## config.mk

```make
export PLATFORM = sky130hd
export DESIGN_NAME = pcm_ts_tx_router
export DESIGN_NICKNAME = d
export VERILOG_FILES = /design/src/rtl/rt_pkg.sv /design/src/rtl/rt_route_tbl.sv /design/src/rtl/rt_frame_pos.sv /design/src/rtl/rt_bit_asm.sv /design/src/rtl/pcm_ts_tx_router.sv
export SDC_FILE = /design/constraint.sdc
export NUM_CORES = 1
export LEC_CHECK = 0
export ABC_AREA = 0
export CAP_MARGIN = 20
export CORE_ASPECT_RATIO = 0.5
export CORE_MARGIN = 10
export CORE_UTILIZATION = 35
export CTS_CLUSTER_DIAMETER = 200
export DETAILED_ROUTE_END_ITERATION = 12
export PLACE_DENSITY = 0.53
export SETUP_SLACK_MARGIN = 0.15
export SLEW_MARGIN = 20
export SYNTH_ARGS = -nofsm -noshare
export SYNTH_HDL_FRONTEND = slang
export SYNTH_SLANG_ARGS = --single-unit
```

## constraint.sdc

```tcl
create_clock -name clk -period 5.94 [get_ports clk]
set_clock_uncertainty 0.05 [all_clocks]
set_input_delay 0.891 -clock clk [delete_from_list [all_inputs] [get_ports clk]]
set_output_delay 0.891 -clock clk [all_outputs]
set_load 0.005 [all_outputs]
```

## src/rtl/rt_pkg.sv

```systemverilog
package rt_pkg;
  localparam int CH_N = 3;

  typedef enum logic [1:0] {
    SRC_PCM  = 2'd0,
    SRC_INS  = 2'd1,
    SRC_PRBS = 2'd2,
    SRC_PREV = 2'd3
  } src_e;

  typedef struct packed {
    src_e            src;
    logic [CH_N-1:0] mask;
  } ent_t;

  localparam int ENT_W = $bits(ent_t);
endpackage

```

## src/rtl/rt_route_tbl.sv

```systemverilog
module rt_route_tbl #(
  parameter int DEPTH = 25,
  parameter int AW    = 5
) (
  input  logic                clk,
  input  logic                wr_en,
  input  logic [AW-1:0]       wr_addr,
  input  rt_pkg::ent_t        wr_ent,
  input  logic [AW-1:0]       rd_addr,
  output rt_pkg::ent_t        rd_ent,
  input  logic [AW-1:0]       nx_addr,
  output rt_pkg::src_e        nx_src
);
  rt_pkg::ent_t mem [DEPTH];

  // single write port, two asynchronous read ports (distributed RAM)
  always_ff @(posedge clk) begin
    if (wr_en && (int'(wr_addr) < DEPTH)) begin
      mem[wr_addr] <= wr_ent;
    end
  end

  assign rd_ent = mem[rd_addr];
  assign nx_src = mem[nx_addr].src;
endmodule

```

## src/rtl/rt_frame_pos.sv

```systemverilog
module rt_frame_pos #(
  parameter int NUM_ENT  = 25,
  parameter int HAS_FBIT = 1,
  parameter int SLOT_W   = 8,
  parameter int EW       = 5,
  parameter int BW       = 3
) (
  input  logic          clk,
  input  logic          rst,
  input  logic          bit_en,
  input  logic          fsync,
  input  logic          async_mode,
  output logic [EW-1:0] pos_ent,
  output logic [EW-1:0] nxt_ent,
  output logic [BW-1:0] pos_bit,
  output logic          first,
  output logic          last,
  output logic          is_f
);
  localparam logic [EW-1:0] LAST_ENT = EW'(NUM_ENT - 1);
  localparam logic [BW-1:0] LAST_BIT = BW'(SLOT_W - 1);

  logic [EW-1:0] ent_q;
  logic [BW-1:0] bit_q;
  logic          resync;

  assign resync  = fsync && !async_mode;
  assign pos_ent = resync ? '0 : ent_q;
  assign pos_bit = resync ? '0 : bit_q;
  assign is_f    = (HAS_FBIT != 0) && (pos_ent == '0);
  assign first   = (pos_bit == '0);
  assign last    = is_f || (pos_bit == LAST_BIT);
  assign nxt_ent = (pos_ent == LAST_ENT) ? '0 : pos_ent + 1'b1;

  always_ff @(posedge clk) begin
    if (rst) begin
      ent_q <= '0;
      bit_q <= '0;
    end else if (bit_en) begin
      if (last) begin
        bit_q <= '0;
        ent_q <= nxt_ent;
      end else begin
        bit_q <= pos_bit + 1'b1;
        ent_q <= pos_ent;
      end
    end
  end
endmodule

```

## src/rtl/rt_bit_asm.sv

```systemverilog
module rt_bit_asm #(
  parameter int SLOT_W = 8,
  parameter int BW     = 3
) (
  input  logic                    clk,
  input  logic                    rst,
  input  logic                    bit_en,
  input  logic                    async_mode,
  input  logic [rt_pkg::CH_N-1:0] async_mask,
  input  logic                    pcm_in,
  input  logic                    ins_in,
  input  logic                    prbs_in,
  input  logic                    first,
  input  logic                    last,
  input  logic                    is_f,
  input  logic [BW-1:0]           pos_bit,
  input  rt_pkg::ent_t            tbl_cur,
  input  rt_pkg::src_e            tbl_nsrc,
  output logic [rt_pkg::CH_N-1:0] ch_wr,
  output logic [SLOT_W-1:0]       ch_data,
  output logic                    ch_fbit,
  output logic                    prbs_en,
  output logic                    ins_mark
);
  import rt_pkg::*;

  localparam logic [BW-1:0] LAST_BIT = BW'(SLOT_W - 1);

  ent_t              cur_q;
  src_e              nsrc_q;
  logic [SLOT_W-1:0] ins_sr, ins_lat, prev_byte, prev_lat;
  logic [SLOT_W-2:0] asm_sr;
  logic [BW-1:0]     acnt;

  ent_t              ent;
  src_e              nsrc;
  logic [SLOT_W-1:0] ins_b, prv_b, byte_w;
  logic [BW-1:0]     idx;
  logic              dbit;

  // entry and replay sources are taken from the table at bit 0, held after
  assign ent   = first ? tbl_cur   : cur_q;
  assign nsrc  = first ? tbl_nsrc  : nsrc_q;
  assign ins_b = first ? ins_sr    : ins_lat;
  assign prv_b = first ? prev_byte : prev_lat;
  assign idx   = LAST_BIT - pos_bit;

  always_comb begin
    unique case (ent.src)
      SRC_PCM:  dbit = pcm_in;
      SRC_INS:  dbit = is_f ? ins_b[0] : ins_b[idx];
      SRC_PRBS: dbit = prbs_in;
      SRC_PREV: dbit = is_f ? prv_b[0] : prv_b[idx];
      default:  dbit = pcm_in;
    endcase
  end

  assign byte_w   = {asm_sr, dbit};
  assign prbs_en  = bit_en && !async_mode && (ent.src == SRC_PRBS);
  assign ins_mark = bit_en && !async_mode && (nsrc == SRC_INS);

  always_ff @(posedge clk) begin
    if (rst) begin
      cur_q     <= '0;
      nsrc_q    <= SRC_PCM;
      ins_sr    <= '0;
      ins_lat   <= '0;
      prev_byte <= '0;
      prev_lat  <= '0;
      asm_sr    <= '0;
      acnt      <= '0;
      ch_wr     <= '0;
      ch_data   <= '0;
      ch_fbit   <= 1'b0;
    end else begin
      ch_wr   <= '0;
      ch_fbit <= 1'b0;
      if (!async_mode) begin
        acnt <= '0;
      end
      if (bit_en) begin
        ins_sr <= {ins_sr[SLOT_W-2:0], ins_in};
        asm_sr <= {asm_sr[SLOT_W-3:0], (async_mode ? pcm_in : dbit)};
        if (async_mode) begin
          if (acnt == LAST_BIT) begin
            acnt    <= '0;
            ch_wr   <= async_mask;
            ch_data <= {asm_sr, pcm_in};
          end else begin
            acnt <= acnt + 1'b1;
          end
        end else begin
          if (first) begin
            cur_q    <= tbl_cur;
            nsrc_q   <= tbl_nsrc;
            ins_lat  <= ins_sr;
            prev_lat <= prev_byte;
          end
          if (last) begin
            ch_wr <= ent.mask;
            if (is_f) begin
              ch_data <= {{(SLOT_W-1){1'b0}}, dbit};
              ch_fbit <= (ent.mask != '0);
            end else begin
              ch_data   <= byte_w;
              prev_byte <= byte_w;
            end
          end
        end
      end
    end
  end
endmodule

```

## src/rtl/pcm_ts_tx_router.sv

```systemverilog
module pcm_ts_tx_router #(
  parameter int NUM_SLOTS = 24,
  parameter int HAS_FBIT  = 1,
  parameter int SLOT_W    = 8
) (
  input  logic                                      clk,
  input  logic                                      rst,
  input  logic                                      bit_en,
  input  logic                                      fsync,
  input  logic                                      pcm_in,
  input  logic                                      ins_in,
  input  logic                                      prbs_in,
  input  logic                                      async_mode,
  input  logic [rt_pkg::CH_N-1:0]                   async_mask,
  input  logic                                      cfg_we,
  input  logic [$clog2(NUM_SLOTS+HAS_FBIT)-1:0]     cfg_addr,
  input  logic [rt_pkg::ENT_W-1:0]                  cfg_data,
  output logic [rt_pkg::CH_N-1:0]                   ch_wr,
  output logic [SLOT_W-1:0]                         ch_data,
  output logic                                      ch_fbit,
  output logic                                      ins_mark,
  output logic                                      prbs_en
);
  localparam int NUM_ENT = NUM_SLOTS + HAS_FBIT;
  localparam int EW      = $clog2(NUM_ENT);
  localparam int BW      = $clog2(SLOT_W);

  logic [EW-1:0] pos_ent, nxt_ent;
  logic [BW-1:0] pos_bit;
  logic          first, last, is_f;
  rt_pkg::ent_t  cfg_ent, tbl_cur;
  rt_pkg::src_e  tbl_nsrc;

  assign cfg_ent = rt_pkg::ent_t'(cfg_data);

  rt_frame_pos #(
    .NUM_ENT (NUM_ENT),
    .HAS_FBIT(HAS_FBIT),
    .SLOT_W  (SLOT_W),
    .EW      (EW),
    .BW      (BW)
  ) pos_i (
    .clk       (clk),
    .rst       (rst),
    .bit_en    (bit_en),
    .fsync     (fsync),
    .async_mode(async_mode),
    .pos_ent   (pos_ent),
    .nxt_ent   (nxt_ent),
    .pos_bit   (pos_bit),
    .first     (first),
    .last      (last),
    .is_f      (is_f)
  );

  rt_route_tbl #(
    .DEPTH(NUM_ENT),
    .AW   (EW)
  ) tbl_i (
    .clk    (clk),
    .wr_en  (cfg_we),
    .wr_addr(cfg_addr),
    .wr_ent (cfg_ent),
    .rd_addr(pos_ent),
    .rd_ent (tbl_cur),
    .nx_addr(nxt_ent),
    .nx_src (tbl_nsrc)
  );

  rt_bit_asm #(
    .SLOT_W(SLOT_W),
    .BW    (BW)
  ) asm_i (
    .clk       (clk),
    .rst       (rst),
    .bit_en    (bit_en),
    .async_mode(async_mode),
    .async_mask(async_mask),
    .pcm_in    (pcm_in),
    .ins_in    (ins_in),
    .prbs_in   (prbs_in),
    .first     (first),
    .last      (last),
    .is_f      (is_f),
    .pos_bit   (pos_bit),
    .tbl_cur   (tbl_cur),
    .tbl_nsrc  (tbl_nsrc),
    .ch_wr     (ch_wr),
    .ch_data   (ch_data),
    .ch_fbit   (ch_fbit),
    .prbs_en   (prbs_en),
    .ins_mark  (ins_mark)
  );
endmodule

```

==> out/metrics.cfg <==
[global_route]
antenna_found_initial = 0
grt_pass1_vias = 6426
grt_start_max_net_pins = 66
track_usage_pct = 15.06
overflow = 0
grt_pass1_wl_microns = 38360

[synth]
synth_ff_type = edfxtp_1
synth_largest_area_cell = edfxtp_1
synth-xor-area-share_pct = 0.1950
synth_mux_area_share_pct = 9.334
synthDistinctLibCells = 67
ys_warn_count = 0
synth_nets = 844
synth_area_sq_mm = 0.008981
synth-seq-cells = 194
synthCells = 817
synth_top_family_by_area = simple AND/OR/NAND/NOR gates
synth_top_area_share_pct = 41.79
synthArstFlopShare_pct = 0
yosysMostFrequentCell = edfxtp_1
yosys.area_share.adder_pct = 0.6966
yosys-top-cells-count = edfxtp_1 (125), nand2_1 (94), nor2_1 (89)
synth_compound_area_share_pct = 14.27
synth_edf_count = 125
netlist_top_cells_area = edfxtp_1 (42%), dfxtp_1 (15%), mux2i_1 (6.6%)
synthSimpleGateAreaFrac_pct = 15.09
yosysSeqAreaShare_pct = 57.17
synth.avg_cell_area_sq_um = 10.99

[worst_hold_path]
holdPathEnd = asm_i.ch_data[4]
whs_path_depth = 2
hold_class = reg2reg
min_from = asm_i.ch_data[4]

[run_status]
status = finished, final reports clean

[critical_path]
arrival_ps = 4230
path_class = in2out
start_kind = input pin
r2r_start = pos_i.ent_q[0]
endpoint_kind = output pin
worst-path-max-fanout = 31
reg2reg_setup_slack_ps = 2320
r2r_cells = 8
reg2reg_to = asm_i.ch_data[0]
worstPathRequired_ps = 5000

[detailed_routing]
viasPerCell = 5.495
wl_microns = 24560
post-route-drc-count = 0
dr.pass1.iters = 5
via_count = 6589
drtAntennaViolNets = 0
drt_iter0_markers = 710
post_drt_wl_per_cell_microns = 20.48

[cells_and_area]
n_antenna_cell = 0
fillers = 2449
area_growth_pct = 14.13
fin_util_pct = 40.61
drive_above_1_share_pct = 10.64
nets = 869

[clock_tree]
cts_tree = built
cts_num_sinks = 194
ctsHoldBuffers = 0
postCtsSetupRepairBufs = 0
clkTransAtPathRegs_ps = 70
cts-root-buf = clkbuf_16
clk_path_buf_depth = 2
cts-buffers-inserted = 17
cts.repair.resized = 0
worstSkewPairLatency_ps = 450
cts-htree-levels = 4

[floorplan]
design.core.area_sq_mm = 0.02524
fp-row-count = 41
io_pins = 36
die_w_microns = 246.5
start_util_pct = 35.58
die-area_sq_mm = 0.03286
fp.dieH_microns = 133.3

[timing]
period_minus_slack_ps = 5175
final_max_slew_viol_count = 0
rsz0062_at_grt = false
worst_pin_slew_ps = 1012
period_share_pct = 87.12
hold_viol_final = 0
fmax_mhz = 193.2
finalSetupViolCount = 0
fin_hold_ws_ps = 398.2
slew_headroom_pct = 32.32
final.setup.tns_ps = 0

[power_and_ir_drop]
powerDensity_mw_per_mm2 = 272.8
ir_worst_vdd_mv = 0.1500
p_leak_nw = 3.392

[place]
place_hpwl_microns = 17130
numPortBuffers = 35
gp_congestion = 0.8938

[job]
cap_violations = 0

-- cells by family after synthesis --
kind of cell             after synthesis
flip-flops                           194
multiplexers                          76
buffers and inverters                 65
adder cells (fa/ha/maj)                5
AO/OA/AOI/OAI                        183
AND/OR/NAND/NOR                      292
XOR/XNOR                               2
-- flip-flops by register name, summed over array words and instances (netlist names) --
signal / count
tbl_i.mem: 125
asm_i.ch_data: 8
asm_i.ins_lat: 8
asm_i.ins_sr: 8
asm_i.prev_byte: 8
asm_i.prev_lat: 8
asm_i.asm_sr: 7
asm_i.cur_q: 5
pos_i.ent_q: 5
asm_i.acnt: 3
asm_i.ch_wr: 3
pos_i.bit_q: 3
asm_i.nsrc_q: 2
asm_i.ch_fbit: 1
-- how the worst max path moves through the flow --
stage                    start        to  slack [ps]
floorplan           async_mode  ins_mark        1960
global placement    async_mode  ins_mark         780
detailed placement  async_mode  ins_mark         760
CTS                 async_mode  ins_mark         750
global route        async_mode  ins_mark         620
finish              async_mode  ins_mark         770
-- critical path: stages --
cell,delay (ps)
clkdlybuf4s50_1,450
buf_4,170
nand2b_4,390
nand2_1,360
mux2i_1,200
mux4_2,470
nand2_1,80
o31ai_1,70
o32a_1,370
a21oi_1,210
clkdlybuf4s50_1,540
-- metrics by stage --
step           setup slack (ps)  total power [W]  cell area (sq um)  std cells
6_report                  765.1         0.002796              10250       1199
5_1_grt                   621.1         0.002898              10250       1199
4_1_cts                   751.1         0.002815              10250       1199
3_5_place_dp              756.0         0.001713               9686       1167
3_3_place_gp              777.6         0.001711               9686       1167
2_1_floorplan              1963         0.001628               8981        817
-- layout make-up --
class / count / area (sq um) / area share [%]
repair buffers: 58 / 513.0 / 5.005
flip-flops and latches: 194 / 5136 / 50.11
well taps: 344 / 430.4 / 4.199
clock buffers: 17 / 425.4 / 4.150
inverters: 13 / 48.80 / 0.4761
clock inverters: 15 / 138.9 / 1.355
multi-input cells: 558 / 3557 / 34.70
-- metal layers --
| metal | track usage [%] | wire, microns | up-vias |
|---|---|---|---|
| li1 | - | - | 3108 |
| met1 | 21.06 | 11870 | 3249 |
| met2 | 22.60 | 10720 | 203 |
| met3 | 3.352 | 1497 | 29 |
| met4 | 4.880 | 471 | 0 |
| met5 | 0 | 0 | - |
-- power breakdown --
part           internal [W]  switching [W]  leakage, nW
Combinational     0.0000822       0.000131         1.44
Sequential          0.00145      0.0000178         1.68
Clock              0.000554       0.000559        0.270
Total               0.00209       0.000708         3.39
-- layout by cell type, fill, tap and decap left out, types with 9 or more instances in the layout --
cell | netlist | routed
a311oi_1 | 13 | 13
o21ai_0 | 23 | 23
buf_4 | 3 | 23
nand3_1 | 32 | 32
and2_1 | 11 | 11
mux2_2 | 12 | 12
o211ai_1 | 11 | 11
clkbuf_16 | 0 | 17
nor2b_1 | 10 | 9
nor2_1 | 89 | 89
clkdlybuf4s50_1 | 0 | 33
dfxtp_1 | 69 | 68
mux2i_1 | 59 | 59
inv_1 | 13 | 13
edfxtp_1 | 125 | 125
a21oi_1 | 48 | 48
nand2_1 | 94 | 94
a211oi_1 | 13 | 13
a31oi_1 | 13 | 13
and3_1 | 9 | 9
nand2b_1 | 22 | 22
Note: power is estimated with default switching activity, not from simulation.
